### config.mk
export PLATFORM = sky130hd
export DESIGN_NAME = ipmi_deframer
export DESIGN_NICKNAME = d
export VERILOG_FILES = /design/src/rtl/ipmi_deframer_pkg.sv /design/src/rtl/dfr_unescape.sv /design/src/rtl/dfr_collect.sv /design/src/rtl/dfr_judge.sv /design/src/rtl/ipmi_deframer.sv
export SDC_FILE = /design/constraint.sdc
export NUM_CORES = 1
export LEC_CHECK = 0
export BUFFER_PORTS_ARGS = -buffer_cell sky130_fd_sc_hd__buf_2
export CAP_MARGIN = 20
export CELL_PAD_IN_SITES_DETAIL_PLACEMENT = 0
export CELL_PAD_IN_SITES_GLOBAL_PLACEMENT = 1
export CORE_MARGIN = 4
export CORE_UTILIZATION = 39
export DETAILED_ROUTE_END_ITERATION = 7
export HOLD_SLACK_MARGIN = 0.12
export PLACE_DENSITY_LB_ADDON = 0.1
export SYNTH_ARGS = -nofsm -noshare
export SYNTH_HDL_FRONTEND = slang
export SYNTH_HIERARCHICAL = 1
export SYNTH_SLANG_ARGS = --single-unit
### constraint.sdc
create_clock -name clk_i -period 2.33 [get_ports clk_i]
set_input_delay 0.1165 -clock clk_i [delete_from_list [all_inputs] [get_ports clk_i]]
set_output_delay 0.1165 -clock clk_i [all_outputs]
set_load 0.05 [all_outputs]
### src/rtl/ipmi_deframer_pkg.sv
package ipmi_deframer_pkg;
  localparam logic [7:0] MSG_END  = 8'hA0;
  localparam logic [7:0] CMD_END  = 8'hA1;
  localparam logic [7:0] ESC_BYTE = 8'hAA;
  localparam logic [7:0] ESC_MASK = 8'h10;

  typedef enum logic [1:0] {
    CLS_DATA,
    CLS_ESC,
    CLS_MSG_END,
    CLS_CMD_END
  } byte_cls_e;
endpackage

### src/rtl/dfr_unescape.sv
module dfr_unescape
  import ipmi_deframer_pkg::*;
(
  input  logic      clk_i,
  input  logic      rst_ni,
  input  logic      fire_i,
  input  logic [7:0] byte_i,
  input  logic      ovf_i,
  input  logic      flush_i,
  output byte_cls_e cls_o,
  output logic [7:0] data_o,
  output logic      esc_o
);
  logic esc_q;

  always_comb begin
    case (byte_i)
      MSG_END:  cls_o = CLS_MSG_END;
      CMD_END:  cls_o = CLS_CMD_END;
      ESC_BYTE: cls_o = CLS_ESC;
      default:  cls_o = CLS_DATA;
    endcase
  end

  assign data_o = esc_q ? (byte_i & ~ESC_MASK) : byte_i;
  assign esc_o  = esc_q;

  always_ff @(posedge clk_i or negedge rst_ni) begin
    if (!rst_ni) esc_q <= 1'b0;
    else if (flush_i) esc_q <= 1'b0;
    else if (fire_i) begin
      if (cls_o == CLS_ESC && !ovf_i) esc_q <= 1'b1;
      else if (cls_o == CLS_DATA) esc_q <= 1'b0;
    end
  end


  esc_src_chk: assert property (@(posedge clk_i) disable iff (!rst_ni)
    $rose(esc_q) |-> $past(fire_i && cls_o == CLS_ESC && !ovf_i));
endmodule

### src/rtl/dfr_collect.sv
module dfr_collect #(
  parameter int unsigned BUF_DEPTH = 16,
  parameter int unsigned AW = $clog2(BUF_DEPTH),
  parameter int unsigned LW = $clog2(BUF_DEPTH + 1)
) (
  input  logic          clk_i,
  input  logic          rst_ni,
  input  logic          wr_i,
  input  logic [7:0]    data_i,
  input  logic          flush_i,
  output logic [LW-1:0] len_o,
  output logic          ovf_o,
  output logic [7:0]    sum_o,
  output logic          buf_we_o,
  output logic [AW-1:0] buf_addr_o,
  output logic [7:0]    buf_wdata_o
);
  logic [LW-1:0] len_q;
  logic          ovf_q;
  logic [7:0]    sum_q;
  logic          full;
  logic          store;
  logic [AW-1:0] slot;

  assign full  = (len_q == LW'(BUF_DEPTH));
  assign store = wr_i && !ovf_q && !full && !flush_i;

  // exchange of the first two bytes is folded into the write address
  always_comb begin
    if (len_q == '0)             slot = AW'(1);
    else if (len_q == LW'(1))    slot = '0;
    else                         slot = len_q[AW-1:0];
  end

  always_ff @(posedge clk_i or negedge rst_ni) begin
    if (!rst_ni) begin
      len_q <= '0;
      ovf_q <= 1'b0;
      sum_q <= '0;
    end else if (flush_i) begin
      len_q <= '0;
      ovf_q <= 1'b0;
      sum_q <= '0;
    end else if (wr_i && !ovf_q) begin
      if (full) ovf_q <= 1'b1;
      else begin
        len_q <= len_q + LW'(1);
        sum_q <= sum_q + data_i;
      end
    end
  end

  always_ff @(posedge clk_i or negedge rst_ni) begin
    if (!rst_ni) begin
      buf_we_o    <= 1'b0;
      buf_addr_o  <= '0;
      buf_wdata_o <= '0;
    end else begin
      buf_we_o <= store;
      if (store) begin
        buf_addr_o  <= slot;
        buf_wdata_o <= data_i;
      end
    end
  end

  assign len_o = len_q;
  assign ovf_o = ovf_q;
  assign sum_o = sum_q;


  ovf_sticky_chk: assert property (@(posedge clk_i) disable iff (!rst_ni)
    (ovf_q && !flush_i) |=> ovf_q);

  len_bound_chk: assert property (@(posedge clk_i) disable iff (!rst_ni)
    len_q <= LW'(BUF_DEPTH));

  no_write_after_ovf_chk: assert property (@(posedge clk_i) disable iff (!rst_ni)
    ovf_q |=> !buf_we_o);
endmodule

### src/rtl/dfr_judge.sv
module dfr_judge #(
  parameter int unsigned LW      = 5,
  parameter int unsigned MIN_LEN = 4
) (
  input  logic          clk_i,
  input  logic          rst_ni,
  input  logic          clear_i,
  input  logic          term_i,
  input  logic          is_msg_i,
  input  logic          esc_i,
  input  logic          ovf_i,
  input  logic [LW-1:0] len_i,
  input  logic [7:0]    sum_i,
  output logic          attn_o,
  output logic          msg_ready_o,
  output logic [LW-1:0] msg_len_o,
  output logic          err_esc_o,
  output logic          err_long_o,
  output logic          err_short_o,
  output logic          err_sum_o,
  output logic          waiting_o
);
  always_ff @(posedge clk_i or negedge rst_ni) begin
    if (!rst_ni) begin
      attn_o      <= 1'b0;
      msg_ready_o <= 1'b0;
      msg_len_o   <= '0;
      err_esc_o   <= 1'b0;
      err_long_o  <= 1'b0;
      err_short_o <= 1'b0;
      err_sum_o   <= 1'b0;
      waiting_o   <= 1'b0;
    end else begin
      attn_o      <= 1'b0;
      msg_ready_o <= 1'b0;
      err_esc_o   <= 1'b0;
      err_long_o  <= 1'b0;
      err_short_o <= 1'b0;
      err_sum_o   <= 1'b0;
      if (clear_i) begin
        waiting_o <= 1'b0;
        msg_len_o <= '0;
      end else if (term_i) begin
        if (esc_i)                 err_esc_o  <= 1'b1;
        else if (ovf_i)            err_long_o <= 1'b1;
        else if (len_i != '0 && is_msg_i) begin
          attn_o <= 1'b1;
          if (len_i < LW'(MIN_LEN)) err_short_o <= 1'b1;
          else if (sum_i != 8'h00)  err_sum_o   <= 1'b1;
          else begin
            msg_ready_o <= 1'b1;
            msg_len_o   <= len_i - LW'(1);
            waiting_o   <= 1'b1;
          end
        end
      end
    end
  end


  one_outcome_chk: assert property (@(posedge clk_i) disable iff (!rst_ni)
    $onehot0({msg_ready_o, err_esc_o, err_long_o, err_short_o, err_sum_o}));

  ready_has_attn_chk: assert property (@(posedge clk_i) disable iff (!rst_ni)
    msg_ready_o |-> attn_o);

  min_len_chk: assert property (@(posedge clk_i) disable iff (!rst_ni)
    msg_ready_o |-> msg_len_o >= LW'(MIN_LEN - 1));

  len_hold_chk: assert property (@(posedge clk_i) disable iff (!rst_ni)
    (waiting_o && !clear_i) |=> $stable(msg_len_o));
endmodule

### src/rtl/ipmi_deframer.sv
module ipmi_deframer
  import ipmi_deframer_pkg::*;
#(
  parameter int unsigned BUF_DEPTH = 16,
  parameter int unsigned MIN_LEN   = 4,
  localparam int unsigned AW = $clog2(BUF_DEPTH),
  localparam int unsigned LW = $clog2(BUF_DEPTH + 1)
) (
  input  logic          clk_i,
  input  logic          rst_ni,
  input  logic [7:0]    in_data_i,
  input  logic          in_valid_i,
  output logic          in_ready_o,
  input  logic          clear_i,
  output logic          buf_we_o,
  output logic [AW-1:0] buf_addr_o,
  output logic [7:0]    buf_wdata_o,
  output logic          attn_o,
  output logic          msg_ready_o,
  output logic [LW-1:0] msg_len_o,
  output logic          err_esc_o,
  output logic          err_long_o,
  output logic          err_short_o,
  output logic          err_sum_o
);
  byte_cls_e     cls;
  logic [7:0]    dbyte;
  logic          esc, ovf, waiting;
  logic [LW-1:0] len;
  logic [7:0]    sum;
  logic          fire, term, wr, flush;

  assign in_ready_o = ~waiting;
  assign fire  = in_valid_i & in_ready_o & ~clear_i;
  assign term  = fire & (cls == CLS_MSG_END || cls == CLS_CMD_END);
  assign wr    = fire & (cls == CLS_DATA);
  assign flush = clear_i | term;

  dfr_unescape u_unesc (
    .clk_i   (clk_i),
    .rst_ni  (rst_ni),
    .fire_i  (fire),
    .byte_i  (in_data_i),
    .ovf_i   (ovf),
    .flush_i (flush),
    .cls_o   (cls),
    .data_o  (dbyte),
    .esc_o   (esc)
  );

  dfr_collect #(.BUF_DEPTH(BUF_DEPTH), .AW(AW), .LW(LW)) u_coll (
    .clk_i       (clk_i),
    .rst_ni      (rst_ni),
    .wr_i        (wr),
    .data_i      (dbyte),
    .flush_i     (flush),
    .len_o       (len),
    .ovf_o       (ovf),
    .sum_o       (sum),
    .buf_we_o    (buf_we_o),
    .buf_addr_o  (buf_addr_o),
    .buf_wdata_o (buf_wdata_o)
  );

  dfr_judge #(.LW(LW), .MIN_LEN(MIN_LEN)) u_judge (
    .clk_i       (clk_i),
    .rst_ni      (rst_ni),
    .clear_i     (clear_i),
    .term_i      (term),
    .is_msg_i    (cls == CLS_MSG_END),
    .esc_i       (esc),
    .ovf_i       (ovf),
    .len_i       (len),
    .sum_i       (sum),
    .attn_o      (attn_o),
    .msg_ready_o (msg_ready_o),
    .msg_len_o   (msg_len_o),
    .err_esc_o   (err_esc_o),
    .err_long_o  (err_long_o),
    .err_short_o (err_short_o),
    .err_sum_o   (err_sum_o),
    .waiting_o   (waiting)
  );


  no_write_while_held_chk: assert property (@(posedge clk_i) disable iff (!rst_ni)
    !in_ready_o |=> !buf_we_o);
endmodule

==> results.ini <==
[clocking]
cts.sinks=40
cts_buffers=5
clockRootBuffer=clkbuf_8
cts_tree=yes
clkLatencyLatePin_ns=0.29
clk_path_buf_depth=2
clk_pin_slew_ns=0.08
cts_max_level=2

[global_route]
grt_max_degree=41
grt_pass1_vias=1845
track_usage_pct=15.4
grt_first_pass_wirelength_um=9020
antenna_found_initial=0
gr-total-overflow=0

[power]
power_density_nw_per_um2=598
peakVddDrop_uv=261
leakagePower_nw=1.43

[synthesis]
synth-main-ff-cell=dfrtp_1
postSynthCellCount=222
yosysWarnings=6
syn_area_sq_um=2390
ys_ff_latch=40
yosysUniqueCellTypes=52
syn-num-nets=246
synth-seq-area-share_pct=41.8
async_flop_share_pct=100
synth_edf_count=0
syn_avg_cell_area_sq_um=10.8

[floorplan]
design.core.area_sq_um=5920
die_area_sq_um=7450
die_h_um=86.3
ios=37
die_w_um=86.3
initial_core_util_pct=40.4
rows=28

[place]
place.gp.congestion=0.824
hpwlAfterDp_um=3860
portBuffers=36

[cells_and_area]
areaGrowthSynthToFinish_pct=19.6
nets=302
drive_gt1_share_pct=35.1
fill_cells=552
final_common_cell=dfrtp_1
antennaDiodeCount=0
final_cell_mix=dfrtp_1, buf_2, buf_4, nand2_1, nor2_1

[setup_path]
arrival_ns=2.27
crit_type=flip-flop to flip-flop
setup.worst_path.start_class=flip-flop
path_max_fanout=12
end_kind=flip-flop
required_ns=2.50

[timing]
rsz0062_at_grt=false
timing.slew.headroom_pct=38.0
skew_ns=0.00360
finalSetupTns_ns=0
fmax_mhz=477
hold_ws_ns=0.129
fin_crit_sh_pct=90.0
drv_slew=0
worst_pin_slew_ns=0.930
hold_viol=0
fin_crit_ns=2.10
setup_viol=0

[routing]
drtAntennaViolNets=0
vias=1766
wl_per_cell_um=14.7
drt-initial-drc-count=42
post_drt_via_cell_ratio=4.99
wirelength_um=5220
drc=0
dr.pass1.iters=4

[outcome]
status=finished, final reports clean

[flow_run]
max_cap_viol_count=0

[worst_hold_path]
hold_class=primary input to flip-flop

==> cell usage after synthesis (7+ instances only) <==
cell     instances  area (sq um)
mux2_4           9           135
dfrtp_1         40          1000
nor2_1          17          63.8
buf_4            7          52.6
nand2_1         17          63.8
a21oi_1         16          80.1
ha_1            11           138
inv_1            7          26.3
nor3_1           7          35.0
nor2b_1          8          50.1
==> metal layers <==
layer	routed length [um]	up-vias	share of wire [%]	global-route usage (%)
met2	2380	30	46	25.5
met4	40	0	0.77	3.82
li1	-	897	-	-
met3	208	4	4.0	3.23
met1	2590	835	50	20.5
met5	0	-	0	0
==> sequential cells by signal (all words and copies together) (netlist names) <==
name                 count
u_coll/buf_wdata_o       8
u_coll/buf_we_o          1
u_judge/err_esc_o        1
u_judge/msg_ready_o      1
u_judge/err_sum_o        1
u_judge/err_long_o       1
u_coll/len_o             5
u_judge/waiting_o        1
u_unesc/esc_o            1
u_judge/attn_o           1
u_coll/sum_o             8
u_coll/ovf_o             1
u_judge/err_short_o      1
u_judge/msg_len_o        5
u_coll/buf_addr_o        4
==> through the flow <==
| stage | worst slack [ns] | util [%] | instances | power [mW] | area, sq um |
|---|---|---|---|---|---|
| 2_1_floorplan | 0.244 | - | 222 | 1.12 | 2390 |
| 3_3_place_gp | 0.0233 | 46.3 | 344 | 1.24 | 2740 |
| 3_5_place_dp | -0.0549 | 46.3 | 344 | 1.24 | 2740 |
| 4_1_cts | 0.116 | 48.1 | 353 | 1.74 | 2850 |
| 5_1_grt | 0.0782 | 48.3 | 354 | 1.82 | 2860 |
| 6_report | 0.232 | 48.3 | 354 | 1.71 | 2860 |
==> critical path, stage by stage, from the launching register on <==
cell       delay (ns)
dfrtp_1          0.35
inv_1            0.05
ha_1             0.21
nor4bb_2         0.19
buf_4            0.14
or3b_4           0.41
buf_4            0.21
a2111oi_2        0.31
nand3_1          0.11
==> where the power goes <==
group / internal [mW] / switching (mW) / total (mW)
logic: 0.171 / 0.280 / 0.450
registers: 0.741 / 0.0361 / 0.777
clock network: 0.237 / 0.249 / 0.485
total: 1.15 / 0.564 / 1.71
==> layout make-up <==
cell class | instances | area (sq um) | area share (%)
Clock inverter | 2 | 10.0 | 0.350
Tap cell | 75 | 93.8 | 3.28
Inverter | 7 | 26.3 | 0.918
Timing Repair Buffer | 63 | 385 | 13.5
Sequential cell | 40 | 1000 | 35.0
Multi-Input combinational cell | 161 | 1260 | 44.1
Clock buffer | 6 | 82.6 | 2.89
==> final timing paths <==
| check | from | to | slack, ns | cells past startpoint |
|---|---|---|---|---|
| setup / recovery | u_coll/len_o[0] | u_coll/sum_o[7] | 0.23 | 8 |
| hold / removal | in_data_i[0] | u_coll/buf_wdata_o[0] | 0.13 | 2 |
| setup reg to reg | u_coll/len_o[0] | u_coll/sum_o[7] | 0.23 | 8 |
| hold reg to reg | u_coll/buf_wdata_o[2] | u_coll/buf_wdata_o[2] | 0.50 | 1 |
| max in group asynchronous | rst_ni | u_coll/ovf_o | 1.24 | 2 |
| min in group asynchronous | rst_ni | u_coll/buf_wdata_o[4] | 0.50 | 2 |
==> cell families after synthesis <==
logic type / Yosys count / synth area share (%)
simple gates: 87 / 23.8
compound gates: 37 / 9.83
buf+inv: 21 / 5.81
mux: 16 / 8.79
xor+xnor: 9 / 3.29
flops: 40 / 41.8
fa+ha+maj: 12 / 6.59
==> timing repair <==
action                                  in CTS  in global routing
hold buffers                                 1                  0
resized for setup                            1                  2
pin swaps                                    0                  1
endpoints found under the hold margin       40                  0
endpoints found under the setup margin       1                  1
buffers inserted                             0                  1
cloned                                       0                  0
(Power assumes the default switching activity.)
